==> src/rtl/irqv_pkg.sv <==
package irqv_pkg;
  typedef enum logic [2:0] {
    SQ_IDLE   = 3'd0,
    SQ_SETTLE = 3'd1,
    SQ_LOW    = 3'd2,
    SQ_HIGH   = 3'd3,
    SQ_CLEAR  = 3'd4
  } seq_state_t;

  typedef enum logic {
    SRC_TMR = 1'b0,
    SRC_EXT = 1'b1
  } irq_src_t;
endpackage

==> src/rtl/irqv_req_latches.sv <==
module irqv_req_latches (
  input  logic clk,
  input  logic rst,
  input  logic tmr_reload_i,
  input  logic tmr_port_wr_i,
  input  logic ext_rise_i,
  input  logic ext_fall_i,
  input  logic pw_mode_i,
  input  logic ext_irq_en_i,
  input  logic ack_tmr_i,
  input  logic ack_ext_i,
  output logic tmr_lat_o,
  output logic ext_lat_o
);
  logic ext_evt;

  // pulse-width mode arms on the trailing edge, all other modes on the leading edge
  assign ext_evt = pw_mode_i ? ext_fall_i : ext_rise_i;

  // timer latch: a new reload outranks any clear in the same cycle
  always_ff @(posedge clk) begin
    if (rst)                              tmr_lat_o <= 1'b0;
    else if (tmr_reload_i)                tmr_lat_o <= 1'b1;
    else if (ack_tmr_i || tmr_port_wr_i)  tmr_lat_o <= 1'b0;
  end

  // external latch: lives only while its enable is held
  always_ff @(posedge clk) begin
    if (rst)                ext_lat_o <= 1'b0;
    else if (!ext_irq_en_i) ext_lat_o <= 1'b0;
    else if (ext_evt)       ext_lat_o <= 1'b1;
    else if (ack_ext_i)     ext_lat_o <= 1'b0;
  end

  p_tmr_set_r1: assert property (@(posedge clk) disable iff (rst)
    tmr_reload_i |=> tmr_lat_o);
  p_ext_drop_r4: assert property (@(posedge clk) disable iff (rst)
    !ext_irq_en_i |=> !ext_lat_o);
  p_ext_needs_en_r3: assert property (@(posedge clk) disable iff (rst)
    $rose(ext_lat_o) |-> $past(ext_irq_en_i));
endmodule

==> src/rtl/irqv_gie.sv <==
module irqv_gie (
  input  logic clk,
  input  logic rst,
  input  logic set_i,
  input  logic clr_i,
  input  logic seq_clr_i,
  output logic gie_o
);
  always_ff @(posedge clk) begin
    if (rst)                     gie_o <= 1'b0;
    else if (clr_i || seq_clr_i) gie_o <= 1'b0;
    else if (set_i)              gie_o <= 1'b1;
  end

  p_gie_clr_wins_r5: assert property (@(posedge clk) disable iff (rst)
    clr_i |=> !gie_o);
  p_gie_seq_clr_r10: assert property (@(posedge clk) disable iff (rst)
    seq_clr_i |=> !gie_o);
endmodule

==> src/rtl/irqv_sequencer.sv <==
module irqv_sequencer #(
  parameter int VEC_W = 11,
  parameter logic [VEC_W-1:0] TMR_VEC = 11'h020,
  parameter logic [VEC_W-1:0] EXT_VEC = 11'h0A0
) (
  input  logic       clk,
  input  logic       rst,
  input  logic       grant_i,
  input  logic       req_any_i,
  input  logic       tmr_wins_i,
  output logic       idle_o,
  output logic       ack_tmr_o,
  output logic       ack_ext_o,
  output logic [7:0] vec_byte_o,
  output logic       vec_valid_o,
  output logic       push_ret_o
);
  import irqv_pkg::*;

  localparam logic [7:0] TMR_LO = TMR_VEC[7:0];
  localparam logic [7:0] EXT_LO = EXT_VEC[7:0];
  localparam logic [7:0] TMR_HI = 8'(TMR_VEC >> 8);
  localparam logic [7:0] EXT_HI = 8'(EXT_VEC >> 8);

  seq_state_t state_q, state_n;
  irq_src_t   src_q;
  logic       accept;
  logic [7:0] lo_sel, hi_sel;

  assign accept = (state_q == SQ_IDLE) && grant_i && req_any_i;
  assign idle_o = (state_q == SQ_IDLE);
  assign lo_sel = (src_q == SRC_TMR) ? TMR_LO : EXT_LO;
  assign hi_sel = (src_q == SRC_TMR) ? TMR_HI : EXT_HI;
  assign ack_tmr_o = (state_q == SQ_CLEAR) && (src_q == SRC_TMR);
  assign ack_ext_o = (state_q == SQ_CLEAR) && (src_q == SRC_EXT);

  always_comb begin
    state_n = state_q;
    case (state_q)
      SQ_IDLE:   if (accept) state_n = SQ_SETTLE;
      SQ_SETTLE: state_n = SQ_LOW;
      SQ_LOW:    state_n = SQ_HIGH;
      SQ_HIGH:   state_n = SQ_CLEAR;
      SQ_CLEAR:  state_n = SQ_IDLE;
      default:   state_n = SQ_IDLE;
    endcase
  end

  always_ff @(posedge clk) begin
    if (rst) begin
      state_q     <= SQ_IDLE;
      src_q       <= SRC_TMR;
      vec_valid_o <= 1'b0;
      push_ret_o  <= 1'b0;
      vec_byte_o  <= 8'h00;
    end else begin
      state_q <= state_n;
      if (accept) src_q <= tmr_wins_i ? SRC_TMR : SRC_EXT;
      vec_valid_o <= (state_n == SQ_LOW) || (state_n == SQ_HIGH);
      push_ret_o  <= (state_n == SQ_LOW);
      if (state_n == SQ_LOW)       vec_byte_o <= lo_sel;
      else if (state_n == SQ_HIGH) vec_byte_o <= hi_sel;
      else                         vec_byte_o <= 8'h00;
    end
  end

  p_settle_to_low_r8: assert property (@(posedge clk) disable iff (rst)
    (state_q == SQ_SETTLE) |=> (vec_valid_o && push_ret_o));
  p_push_then_high_r8: assert property (@(posedge clk) disable iff (rst)
    push_ret_o |=> (vec_valid_o && !push_ret_o));
  p_idle_grant_r6: assert property (@(posedge clk) disable iff (rst)
    (idle_o && grant_i && !req_any_i) |=> idle_o);
  p_one_ack_r10: assert property (@(posedge clk) disable iff (rst)
    $onehot0({ack_tmr_o, ack_ext_o}));
endmodule

==> src/rtl/irq_vector_ctrl.sv <==
module irq_vector_ctrl #(
  parameter int VEC_W = 11,
  parameter logic [VEC_W-1:0] TMR_VEC = 11'h020,
  parameter logic [VEC_W-1:0] EXT_VEC = 11'h0A0
) (
  input  logic       clk,
  input  logic       rst,
  input  logic       tmr_reload_i,
  input  logic       tmr_port_wr_i,
  input  logic       ext_rise_i,
  input  logic       ext_fall_i,
  input  logic       pw_mode_i,
  input  logic       tmr_irq_en_i,
  input  logic       ext_irq_en_i,
  input  logic       gie_set_i,
  input  logic       gie_clr_i,
  input  logic       grant_i,
  output logic       irq_o,
  output logic [7:0] vec_byte_o,
  output logic       vec_valid_o,
  output logic       push_ret_o
);
  logic tmr_lat, ext_lat, gie;
  logic ack_tmr, ack_ext, idle;
  logic pend_tmr, req_any;

  assign pend_tmr = tmr_lat && tmr_irq_en_i;
  assign req_any  = gie && (pend_tmr || ext_lat);

  irqv_req_latches u_lat (
    .clk           (clk),
    .rst           (rst),
    .tmr_reload_i  (tmr_reload_i),
    .tmr_port_wr_i (tmr_port_wr_i),
    .ext_rise_i    (ext_rise_i),
    .ext_fall_i    (ext_fall_i),
    .pw_mode_i     (pw_mode_i),
    .ext_irq_en_i  (ext_irq_en_i),
    .ack_tmr_i     (ack_tmr),
    .ack_ext_i     (ack_ext),
    .tmr_lat_o     (tmr_lat),
    .ext_lat_o     (ext_lat)
  );

  irqv_gie u_gie (
    .clk       (clk),
    .rst       (rst),
    .set_i     (gie_set_i),
    .clr_i     (gie_clr_i),
    .seq_clr_i (ack_tmr || ack_ext),
    .gie_o     (gie)
  );

  irqv_sequencer #(
    .VEC_W   (VEC_W),
    .TMR_VEC (TMR_VEC),
    .EXT_VEC (EXT_VEC)
  ) u_seq (
    .clk         (clk),
    .rst         (rst),
    .grant_i     (grant_i),
    .req_any_i   (req_any),
    .tmr_wins_i  (pend_tmr),
    .idle_o      (idle),
    .ack_tmr_o   (ack_tmr),
    .ack_ext_o   (ack_ext),
    .vec_byte_o  (vec_byte_o),
    .vec_valid_o (vec_valid_o),
    .push_ret_o  (push_ret_o)
  );

  always_ff @(posedge clk) begin
    if (rst) irq_o <= 1'b0;
    else     irq_o <= req_any && idle && !grant_i;
  end

  p_irq_needs_gie_r5: assert property (@(posedge clk) disable iff (rst)
    irq_o |-> $past(gie));
  p_push_vector_r9: assert property (@(posedge clk) disable iff (rst)
    push_ret_o |-> (vec_byte_o == TMR_VEC[7:0] || vec_byte_o == EXT_VEC[7:0]));
  p_quiet_in_seq_r8: assert property (@(posedge clk) disable iff (rst)
    vec_valid_o |-> !irq_o);
endmodule

==> config.mk <==
export PLATFORM = sky130hd
export DESIGN_NAME = irq_vector_ctrl
export DESIGN_NICKNAME = d
export VERILOG_FILES = /design/src/rtl/irqv_pkg.sv /design/src/rtl/irqv_req_latches.sv /design/src/rtl/irqv_gie.sv /design/src/rtl/irqv_sequencer.sv /design/src/rtl/irq_vector_ctrl.sv
export SDC_FILE = /design/constraint.sdc
export NUM_CORES = 1
export LEC_CHECK = 0
export ABC_AREA = 1
export BUFFER_PORTS_ARGS = -buffer_cell sky130_fd_sc_hd__buf_2
export CORE_AREA = 2 2 39 41
export DETAILED_ROUTE_END_ITERATION = 6
export DIE_AREA = 0 0 41 43
export PLACE_DENSITY = 0.76
export SLEW_MARGIN = 20
export SYNTH_ARGS = -nofsm -noshare
export SYNTH_HDL_FRONTEND = slang
export SYNTH_HIERARCHICAL = 1
export SYNTH_SLANG_ARGS = --single-unit
==> constraint.sdc <==
create_clock -name clk -period 1.5 [get_ports clk]
set_clock_uncertainty 0.1 [all_clocks]
set_input_delay 0.225 -clock clk [delete_from_list [all_inputs] [get_ports clk]]
set_output_delay 0.225 -clock clk [all_outputs]
set_load 0.02 [all_outputs]
==> impl_metrics.prom <==
# TYPE chip_impl_metric gauge
chip_impl_metric{name="fin_crit_sh",unit="%"} 78.6
chip_impl_info{name="timing.critical_path.slowest_stage_cell",value="sky130_fd_sc_hd__dfxtp_1"} 1
chip_impl_metric{name="max-cap-violations",unit=""} 0
chip_impl_metric{name="fill_cells",unit=""} 145
chip_impl_metric{name="cp_data_arrival_time",unit="ps"} 1290
chip_impl_metric{name="clock_h_tree_levels",unit=""} 1
chip_impl_metric{name="reg_area",unit="µm²"} 240
chip_impl_metric{name="nNetsFinal",unit=""} 108
chip_impl_metric{name="final_max_slew_viol_count",unit=""} 0
chip_impl_metric{name="start_util",unit="%"} 38.6
chip_impl_metric{name="die_w",unit="µm"} 41
chip_impl_metric{name="globalRouteOverflowTotal",unit=""} 0
chip_impl_metric{name="routed_wire_length_per_instance",unit="µm"} 7.44
chip_impl_info{name="cts-root-buf",value="sky130_fd_sc_hd__clkbuf_4"} 1
chip_impl_metric{name="required",unit="ps"} 1610
chip_impl_metric{name="power_leakage",unit="nW"} 0.384
chip_impl_metric{name="cts.repair.resized",unit=""} 0
chip_impl_metric{name="dr_total_vias",unit=""} 439
chip_impl_metric{name="wirelength",unit="µm"} 826
chip_impl_metric{name="cts-buffers-inserted",unit=""} 3
chip_impl_metric{name="cts.clk_slew.worst_paths",unit="ps"} 80
chip_impl_metric{name="netlist-cell-type-count",unit=""} 16
chip_impl_metric{name="finalCriticalPeriod",unit="ps"} 1180
chip_impl_metric{name="path_buf_inv",unit=""} 0
chip_impl_info{name="synth.most_common_cell",value="sky130_fd_sc_hd__inv_1"} 1
chip_impl_info{name="cts_tree",value="yes"} 1
chip_impl_metric{name="design.core.area",unit="µm²"} 1380
chip_impl_metric{name="mappedNetlistArea",unit="µm²"} 534
chip_impl_metric{name="placedInstanceArea",unit="µm²"} 608
chip_impl_info{name="ys_top_cells_by_count",value="sky130_fd_sc_hd__inv_1 (19), sky130_fd_sc_hd__nand2_1 (14), sky130_fd_sc_hd__dfxtp_1 (12)"} 1
chip_impl_info{name="critPathTopFamily",value="simple AND/OR/NAND/NOR gates"} 1
chip_impl_metric{name="holdBufCountCts",unit=""} 0
chip_impl_metric{name="drt_pass1_iterations",unit=""} 4
chip_impl_info{name="yosys.area.top_type",value="sky130_fd_sc_hd__dfxtp_1"} 1
chip_impl_info{name="hp-class",value="input port to flop"} 1
chip_impl_metric{name="first_global_vias",unit=""} 321
chip_impl_metric{name="top_level_ports",unit=""} 23
chip_impl_metric{name="drtAntennaViolNets",unit=""} 0
chip_impl_metric{name="cts_num_sinks",unit=""} 12
chip_impl_metric{name="timing.fmax",unit="MHz"} 849
chip_impl_metric{name="finalSetupViolCount",unit=""} 0
chip_impl_info{name="rsz0062_at_grt",value="no"} 1
chip_impl_metric{name="hpwlAfterDp",unit="µm"} 666
chip_impl_metric{name="port-buffer-count",unit=""} 16
chip_impl_metric{name="gp_congestion",unit=""} 0.767
chip_impl_metric{name="synth-seq-cells",unit=""} 12
chip_impl_metric{name="synth-edff-count",unit=""} 0
chip_impl_metric{name="area.growth.synth_to_final",unit="%"} 20.6
chip_impl_metric{name="avgViaCountPerCell",unit=""} 3.95
chip_impl_metric{name="total_negative_slack",unit="ps"} 0
chip_impl_metric{name="ir_worst_vdd",unit="µV"} 421
chip_impl_metric{name="number_of_antenna_violations_at_the_first_check_in_global_routing",unit=""} 0
chip_impl_metric{name="cpPeakStageDelay",unit="ps"} 390
chip_impl_info{name="worstSetupPathType",value="flop to flop"} 1
chip_impl_metric{name="finalHoldViolations",unit=""} 0
chip_impl_metric{name="drive_above_1_share",unit="%"} 25.3
chip_impl_metric{name="clock_tree.buffer_depth",unit=""} 2
chip_impl_metric{name="synthCells",unit=""} 76
chip_impl_metric{name="drc_viols",unit=""} 0
chip_impl_metric{name="number_of_placement_rows",unit=""} 14
chip_impl_metric{name="drt_iter0_drc",unit=""} 5
chip_impl_metric{name="synthArstFlopShare",unit="%"} 0
chip_impl_info{name="category_of_the_worst_setup_path_capture_point",value="flop"} 1
chip_impl_metric{name="post_synth.cell_area_avg",unit="µm²"} 7.03
chip_impl_metric{name="worst-path-max-fanout",unit=""} 4
chip_impl_metric{name="n_antenna_cell",unit=""} 0
chip_impl_metric{name="grt_start_max_net_pins",unit=""} 9
chip_impl_metric{name="chipHeight",unit="µm"} 43
chip_impl_info{name="critical-path-top-cell-by-count",value="sky130_fd_sc_hd__nor2_1"} 1
chip_impl_info{name="worstPathCellList",value="nor2_2 -> nand2_1 -> nor2_1 -> or2_1 -> nor2_1 -> nand2_1 -> nor2_1"} 1
chip_impl_metric{name="synth-seq-area-share",unit="%"} 45.0
chip_impl_info{name="most_instantiated_flip_flop_cell_in_the_synthesis_netlist",value="sky130_fd_sc_hd__dfxtp_1"} 1
chip_impl_metric{name="clk_latency",unit="ps"} 270
chip_impl_metric{name="postCtsSetupRepairBufs",unit=""} 0
chip_impl_metric{name="track_usage",unit="%"} 10.8
chip_impl_info{name="run_status",value="complete, no violations"} 1
chip_impl_metric{name="yosys_warnings",unit=""} 6
chip_impl_metric{name="fin_util",unit="%"} 46.6
chip_impl_metric{name="multi_input_comb_area",unit="µm²"} 196
chip_impl_metric{name="power_per_cell_area",unit="nW/µm²"} 994
chip_impl_metric{name="design.die.area",unit="µm²"} 1760
chip_impl_info{name="startpoint_type",value="flop"} 1
chip_impl_metric{name="netlist.area_leader.share",unit="%"} 45.0
chip_impl_info{name="synth.area.top_cells",value="sky130_fd_sc_hd__dfxtp_1 (45%), sky130_fd_sc_hd__inv_1 (13%), sky130_fd_sc_hd__nand2_1 (9.8%)"} 1
chip_impl_metric{name="grt_pass1_wl",unit="µm"} 1260
chip_impl_metric{name="final_cell_area",unit="µm²"} 644
worst register-to-register path, delay by kind of cell, from the launching register on:
kind          cells  cell delay (ps)
flops             1              390
simple gates      7              640
metal layers:
| metal | routed length (µm) | GRT usage (%) | vias up |
|---|---|---|---|
| met2 | 351 | 13.8 | 15 |
| met3 | 64 | 3.14 | 0 |
| met5 | 0 | 0 | - |
| met4 | 0 | 8.00 | 0 |
| met1 | 409 | 14.6 | 177 |
| li1 | - | - | 247 |
cell type report:
class	count	area share, %
tap	16	3.11
multi-input combinational	44	30.5
timing repair buffer	16	12.4
inverter	19	11.1
sequential	12	37.3
clock buffer	4	5.63
worst paths after layout:
path	start	endpoint	slack, ps	depth (start not counted)
worst max-delay path	u_seq/state_q[0]	u_gie/gie_o	320	7
worst min-delay path	gie_clr_i	u_gie/gie_o	70	4
worst max register to register	u_seq/state_q[0]	u_gie/gie_o	320	7
worst min register to register	u_gie/gie_o	irq_o	370	2
registers in the layout, summed over array words and instances (netlist names):
register	count
u_seq/vec_valid_o	1
u_lat/ext_lat_o	1
u_seq/vec_byte_o	2
u_gie/gie_o	1
u_seq/push_ret_o	1
u_seq/src_q	1
u_seq/state_q	3
u_lat/tmr_lat_o	1
irq_o	1
stage by stage:
step	hold WS, ps	worst slack, ps	std cells	total power [mW]
finish	71.5	322	111	0.640
global route	62.3	177	111	0.678
CTS	62.5	321	111	0.653
detailed placement	357	339	107	0.397
global placement	347	373	107	0.395
floorplan	187	404	81	0.387
layout by cell type, fill, tap and decap left out:
| cell type | netlist | final |
|---|---|---|
| sky130_fd_sc_hd__inv_1 | 19 | 19 |
| sky130_fd_sc_hd__nor2_1 | 10 | 10 |
| sky130_fd_sc_hd__a21oi_2 | 1 | 1 |
| sky130_fd_sc_hd__buf_2 | 0 | 16 |
| sky130_fd_sc_hd__nand4_1 | 1 | 1 |
| sky130_fd_sc_hd__dfxtp_1 | 12 | 12 |
| sky130_fd_sc_hd__nor2_2 | 2 | 2 |
| sky130_fd_sc_hd__or2_1 | 1 | 1 |
| sky130_fd_sc_hd__nand3b_1 | 1 | 1 |
| sky130_fd_sc_hd__conb_1 | 1 | 6 |
| sky130_fd_sc_hd__nand3_1 | 4 | 4 |
| sky130_fd_sc_hd__nor4_1 | 1 | 1 |
| sky130_fd_sc_hd__clkbuf_8 | 0 | 1 |
| sky130_fd_sc_hd__nor3_1 | 1 | 1 |
| sky130_fd_sc_hd__o21ai_0 | 1 | 1 |
| sky130_fd_sc_hd__nand2_1 | 14 | 14 |
| sky130_fd_sc_hd__nand2_2 | 1 | 1 |
| sky130_fd_sc_hd__clkbuf_4 | 0 | 3 |
cell families (layout without fill, tap and decap cells):
kind of cell	count (synthesis)	count (layout)	share of synthesized area [%]
other	1	6	0.702
buffers and inverters	25	39	21.8
and+or+nand+nor	36	36	30.0
DFF	12	12	45.0
AOI/OAI and AO/OA	2	2	2.58
where the power goes:
group,switching [mW],total [mW],internal (mW)
combinational,0.0371,0.0591,0.0220
clock,0.104,0.251,0.147
sequential,0.00412,0.330,0.326
Power figures use the tool's default switching activity.
